`src/rtl/vend_pkg.sv`:
```
package vend_pkg;
   localparam int STATE_W = 2;
   typedef logic [STATE_W-1:0] vend_state_t;

   localparam vend_state_t LVL_ZERO = 2'b00;
   localparam vend_state_t LVL_FIVE = 2'b01;
   localparam vend_state_t LVL_TEN  = 2'b10;
   localparam vend_state_t LVL_FULL = 2'b11;

   // High state bit: latches on any dime, or on a nickel at five.
   function automatic logic hi_next(input vend_state_t s, input logic nk, input logic dm);
      return s[1] | dm | (s[0] & nk);
   endfunction

   // Low state bit: toggles on a nickel, forced high once the high bit is set
   // and any coin arrives.
   function automatic logic lo_next(input vend_state_t s, input logic nk, input logic dm);
      return (~s[0] & nk) | (s[0] & ~nk) | (s[1] & nk) | (s[1] & dm);
   endfunction
endpackage

```
`src/rtl/vend_next_state.sv`:
```
module vend_next_state
   import vend_pkg::*;
(
   input  vend_state_t cur,
   input  logic        nickel,
   input  logic        dime,
   output vend_state_t nxt
);
   always_comb begin
      nxt    = LVL_ZERO;
      nxt[1] = hi_next(cur, nickel, dime);
      nxt[0] = lo_next(cur, nickel, dime);
   end
endmodule

```
`src/rtl/vend_sreg.sv`:
```
module vend_sreg #(
   parameter int              WIDTH     = 2,
   parameter logic [WIDTH-1:0] RST_VALUE = '0
) (
   input  logic             clk,
   input  logic             rst,
   input  logic [WIDTH-1:0] d,
   output logic [WIDTH-1:0] q
);
   if (WIDTH < 1) begin : g_bad_width
      $error("vend_sreg: WIDTH must be at least 1");
   end

   always_ff @(posedge clk) begin
      if (rst) q <= RST_VALUE;
      else     q <= d;
   end
endmodule

```
`src/rtl/vend_open_out.sv`:
```
module vend_open_out
   import vend_pkg::*;
#(
   parameter int OPEN_MODE = 1
) (
   input  logic        clk,
   input  logic        rst,
   input  vend_state_t cur,
   input  vend_state_t nxt,
   output logic        open_o
);
   if (OPEN_MODE != 0 && OPEN_MODE != 1) begin : g_bad_mode
      $error("vend_open_out: OPEN_MODE must be 0 or 1");
   end

   if (OPEN_MODE == 1) begin : g_retimed
      logic open_d;
      logic open_q;
      assign open_d = nxt[1] & nxt[0];
      vend_sreg #(.WIDTH(1), .RST_VALUE(1'b0)) u_open_reg (
         .clk (clk),
         .rst (rst),
         .d   (open_d),
         .q   (open_q)
      );
      assign open_o = open_q;
   end else begin : g_decoded
      assign open_o = cur[1] & cur[0];
   end
endmodule

```
`src/rtl/vend_ctrl.sv`:
```
module vend_ctrl
   import vend_pkg::*;
#(
   parameter int OPEN_MODE = 1
) (
   input  logic       clk,
   input  logic       rst,
   input  logic       coin_n,
   input  logic       coin_d,
   output logic [1:0] level_o,
   output logic       open_o
);
   vend_state_t cur_s;
   vend_state_t nxt_s;

   vend_next_state u_next (
      .cur    (cur_s),
      .nickel (coin_n),
      .dime   (coin_d),
      .nxt    (nxt_s)
   );

   vend_sreg #(.WIDTH(STATE_W), .RST_VALUE(LVL_ZERO)) u_state (
      .clk (clk),
      .rst (rst),
      .d   (nxt_s),
      .q   (cur_s)
   );

   vend_open_out #(.OPEN_MODE(OPEN_MODE)) u_open (
      .clk    (clk),
      .rst    (rst),
      .cur    (cur_s),
      .nxt    (nxt_s),
      .open_o (open_o)
   );

   assign level_o = cur_s;
endmodule

```
`config.mk`:
```
export PLATFORM = sky130hd
export DESIGN_NAME = vend_ctrl
export DESIGN_NICKNAME = d
export VERILOG_FILES = /design/src/rtl/vend_pkg.sv /design/src/rtl/vend_next_state.sv /design/src/rtl/vend_sreg.sv /design/src/rtl/vend_open_out.sv /design/src/rtl/vend_ctrl.sv
export SDC_FILE = /design/constraint.sdc
export NUM_CORES = 1
export LEC_CHECK = 0
export BUFFER_PORTS_ARGS = -buffer_cell sky130_fd_sc_hd__clkbuf_2
export CAP_MARGIN = 20
export CORE_AREA = 4 4 41 43
export CTS_CLUSTER_DIAMETER = 80
export DETAILED_ROUTE_END_ITERATION = 12
export DIE_AREA = 0 0 45 47
export PLACE_DENSITY = 0.3
export SLEW_MARGIN = 20
export SYNTH_ARGS = -nofsm -noshare
export SYNTH_HDL_FRONTEND = slang
export SYNTH_SLANG_ARGS = --single-unit
```
`constraint.sdc`:
```
create_clock -name clk -period 2.8 [get_ports clk]
set_clock_uncertainty 0.1 [all_clocks]
set_input_delay 0.56 -clock clk [delete_from_list [all_inputs] [get_ports clk]]
set_output_delay 0.56 -clock clk [all_outputs]
set_load 0.02 [all_outputs]
```
======== After elaboration in Yosys (flattened, before gate mapping) ========
Cells that the tools add are included.
Widths: inputs -> output; s select.
word-level totals
  output and inout port bits .............. 3
  bits of input ports ..................... 4
  register bits after elaboration ......... 3
  logic and storage cells ................. 15
operators by class
  bitwise logic cells ..................... 13
operators with widths
  operator     count
  $and 1x1->1  6
  $or 1x1->1   5
  $not 1->1    2

======== Depth between registers and ports, before layout ========
  depth after elaboration ................. 6
  depth in mapped cells ................... 3

======== Hierarchy ========
A second synthesis with hierarchy kept.
unflattened totals
  cell total of the unflattened synthesis .. 11
  area total of the unflattened synthesis .. 122.6 µm²
modules (own cells, without submodules)
  module                                    cells each  seq. area each (µm²)  area each (µm²)  times used
  vend_sreg at u_state                      4           40.0                  52.6             1
  vend_sreg at u_open.g_retimed.u_open_reg  2           20.0                  33.8             1
  vend_next_state                           4           0.0                   30.0             1
  vend_open_out                             1           0.0                   6.3              1

======== Worst setup path after synthesis ========
Ideal clock, no wire load.
  path type ............................... input port to flip-flop
  start ................................... input coin_n
  end ..................................... register u_open.g_retimed.u_open_reg.q
  path buffers ............................ 0
  slack ................................... 1.503 ns
  setup time .............................. 0.079 ns
  cell stages on the path ................. 3
  data arrival time ....................... 1.118 ns
  data required time ...................... 2.621 ns
  cell sequence ........................... ha_1 -> o22ai_1 -> a211oi_2
between the ends
  cells in the longest elaborated chain, start to end .. 6
  elaborated cells on any way between the ends .. 10
  classes of those cells .................. 10 x bitwise
RTL lines
  what                     line                 text
  from (decl)              vend_ctrl.sv:8       input logic coin_n,
  $not 1->1                vend_pkg.sv:18       return (~s[0] & nk) | (s[0] & ~nk) | (s[1] & nk) | (s[1] & dm);
  $and 1x1->1              vend_pkg.sv:18
  $or 1x1->1 (3 in a row)  vend_pkg.sv:18
  $and 1x1->1 (*)          vend_open_out.sv:19  assign open_d = nxt[1] & nxt[0];
  to (signal assigned)     vend_sreg.sv:15      if (rst) q <= RST_VALUE;
  to (signal assigned)     vend_sreg.sv:16      else q <= d;
  to (decl)                vend_sreg.sv:8       output logic [WIDTH-1:0] q
Every way passes the cells marked *; elsewhere a longest branch is shown, timed or not.
A chain may end at the register's enable or synchronous reset.

======== Worst setup path after layout ========
  start ................................... register u_state.q[1]
  end ..................................... output level_o[1]
RTL lines
  what                    line             text
  from (decl)             vend_sreg.sv:8
  from (signal assigned)  vend_sreg.sv:15
  from (signal assigned)  vend_sreg.sv:16
  to (decl)               vend_ctrl.sv:10  output logic [1:0] level_o,
No word-level cell between the ends.

==> key figures <==
Cells and area
  – Proportion of layout cells with a drive suffix above 1: 0.4348
  – Count of inserted antenna diode cells: 0
  – Footprint of the multi-input gates: 53.80 µm²
  – Net count, final: 29
  – Seq. cell area: 60.06 µm²
  – Fill count: 157
  – Synth-to-Final Area Change: 61.86%

Pwr
  – Leak pwr: 0.09526 nW
  – Power density normalized to cell area: 767.7 mW/mm²
  – Peak VDD IR: 146.2 µV

Logic synthesis
  – Commonest cells in the synthesized netlist: sky130_fd_sc_hd__dfxtp_1, sky130_fd_sc_hd__inv_1, sky130_fd_sc_hd__nor2_1
  – Yosys warnings: 0
  – Synth area leader: sky130_fd_sc_hd__dfxtp_1
  – Async SR Flop Fraction: 0
  – Number of distinct library cell variants in the gate-level netlist after synthesis: 9
  – Top-area cell type share of the netlist area: 0.4948
  – Post-synth top flop: sky130_fd_sc_hd__dfxtp_1
  – Most common cell in the netlist: sky130_fd_sc_hd__dfxtp_1
  – Average size of a mapped cell: 9.336 µm²
  – Total of flip-flops plus latches after synthesis: 3
  – Mapped cell area: 121.4 µm²
  – EDFF count, synth: 0
  – Ranking of synthesized cells by area: sky130_fd_sc_hd__dfxtp_1, sky130_fd_sc_hd__a211oi_2, sky130_fd_sc_hd__ha_1, sky130_fd_sc_hd__inv_1, sky130_fd_sc_hd__nor2_1
  – Post-Synthesis Cells: 13
  – Net count of the mapped netlist: 18
  – Sequential fraction of the synthesis area: 0.4948

Clock tree
  – Clock tree from TritonCTS: yes
  – CTS Sinks: 3
  – CTS HTree Levels: 1
  – Clock-pin slew on the worst setup and hold paths: 40 ps
  – Root buffer cell: sky130_fd_sc_hd__clkbuf_4
  – Post-CTS Hold Buffers: 0
  – Number of buffers inserted to repair setup after CTS: 0
  – Number of gates resized after cts: 0
  – Inserted Clock Buffers: 3
  – Skew-Pair Late Insertion Delay: 230 ps
  – CTS Buffer Depth: 2

Setup path
  – Worst Path Max Fanout: 5
  – Bufs and invs on worst path: 1
  – CP startpoint kind: flop
  – Gate family responsible for the most delay along the worst path: flip-flops
  – Data required time of the critical path: 2140 ps
  – Critical path endpoint category: primary output
  – Type of the worst setup path: reg2out
  – Worst path max stage delay: 380 ps
  – Cells traversed along the worst timing path: clkbuf_2
  – Critical Path Slowest Stage Cell: sky130_fd_sc_hd__dfxtp_1
  – Arrival @ worst endpoint: 810 ps

Run
  – Max-cap violations: 0

Detailed routing
  – Detail-routed via count per cell: 3.237
  – DRC marker count from the first detailed-route iteration: 0
  – Number of remaining DRC errors: 0
  – Antenna violation net count after detailed routing: 0
  – Drt pass-1 iters: 1
  – Average detailed-routed wire length per instance: 8.211 µm
  – Via total after detailed routing: 123
  – Routed Wire Length: 312 µm

Floorplanning
  – Number of ports placed on the die boundary: 7
  – Die boundary height: 47 µm
  – Initial core utilization: 0.09327
  – Die X: 45 µm
  – Die Footprint: 0.002115 mm²
  – Core footprint: 0.001301 mm²
  – Rows: 13

STA
  – Crit share post-route: 0.5263
  – Number of endpoints failing setup at the final stage: 0
  – Final hold violation count: 0
  – Actual transition at the worst max-transition pin: 174.5 ps
  – Post-layout min period: 1474 ps
  – Unrepaired setup endpoints after global routing: no
  – TNS Setup: 0 ps
  – Hold_ws: 426.9 ps
  – Min setup slack post-route: 1326 ps
  – Slew HR: 0.8825
  – Count of final max-slew check failures: 0
  – Timing-limited maximum frequency: 0.6786 GHz

Global routing
  – Number of global-route vias before repair: 149
  – Pin count of the biggest net entering global routing: 6
  – GRT Total Usage: 0.03788
  – First-pass GRT wire length: 503 µm
  – GRT Residual Overflow: 0
  – Antenna violations before repair: 0

Worst hold path
  – Path category of the worst min-delay check: in2reg

Place
  – Input/output buffers: 6
  – Worst Setup Slack post-DPL: 1315 ps
  – Placer's final routability congestion estimate: 0.5624
  – Half-perimeter wire length of the detailed placement result: 246.9 µm

Status
  – Run status: finished clean
## stage by stage
step	utilization	cell area, µm²	std cells	power (mW)
global route	0.1510	196.4	38	0.1589
floorplan	-	121.4	13	0.06649
global placement	0.1308	170.2	34	0.07579
CTS	0.1510	196.4	38	0.1548
detailed placement	0.1308	170.2	34	0.07676
finish	0.1510	196.4	38	0.1508
## cells in the final DEF (no fill, tap or decap)
master	Yosys	routed
sky130_fd_sc_hd__clkbuf_1	0	1
sky130_fd_sc_hd__a21oi_1	1	1
sky130_fd_sc_hd__a211oi_2	1	1
sky130_fd_sc_hd__ha_1	1	1
sky130_fd_sc_hd__o22ai_1	1	1
sky130_fd_sc_hd__o21ai_0	1	1
sky130_fd_sc_hd__nor3_1	1	1
sky130_fd_sc_hd__dfxtp_1	3	3
sky130_fd_sc_hd__clkbuf_2	0	6
sky130_fd_sc_hd__clkbuf_4	0	3
sky130_fd_sc_hd__inv_1	2	2
sky130_fd_sc_hd__nor2_1	2	2
## path summary, 6_finish.rpt
path	from	cells past startpoint	to	slack [ps]
max	u_state.q[1]	1	level_o[1]	1330
min	rst	2	u_state.q[0]	430
max reg2reg	u_state.q[0]	3	u_open.g_retimed.u_open_reg.q	1680
min reg2reg	u_state.q[1]	2	u_state.q[0]	460
## cell type report
type,instances,area share
clock buffers,4,0.1338
repair buffers,6,0.1529
multi-input cells,8,0.2739
inverters,2,0.03822
flip-flops and latches,3,0.3057
well taps,15,0.09554
## flip-flops by register name, indices dropped and copies added, names as in the netlist
name and flops:
u_state.q 2, u_open.g_retimed.u_open_reg.q 1
## layer usage
metal,wire length [µm],GRT usage,up-vias,share of wire
met5,0,0,-,0
met4,0,0.05263,0,0
met3,12,0.01149,0,0.038
met2,196,0.07345,3,0.63
met1,104,0.02268,54,0.33
li1,-,-,66,-
## cells by family after synthesis
family | after synthesis | share of synthesized area
AO/OA/AOI/OAI | 4 | 0.2371
AND/OR/NAND/NOR | 3 | 0.1031
flip-flops | 3 | 0.4949
buffers and inverters | 2 | 0.06188
adder cells (fa/ha/maj) | 1 | 0.1031
## where the power goes
part / leakage, nW / switching (mW) / internal, mW
combinational: 0.0552 / 0.0152 / 0.0101
sequential: 0.0251 / 0.00297 / 0.0474
clock: 0.0150 / 0.0217 / 0.0534
(Power assumes the default switching activity.)
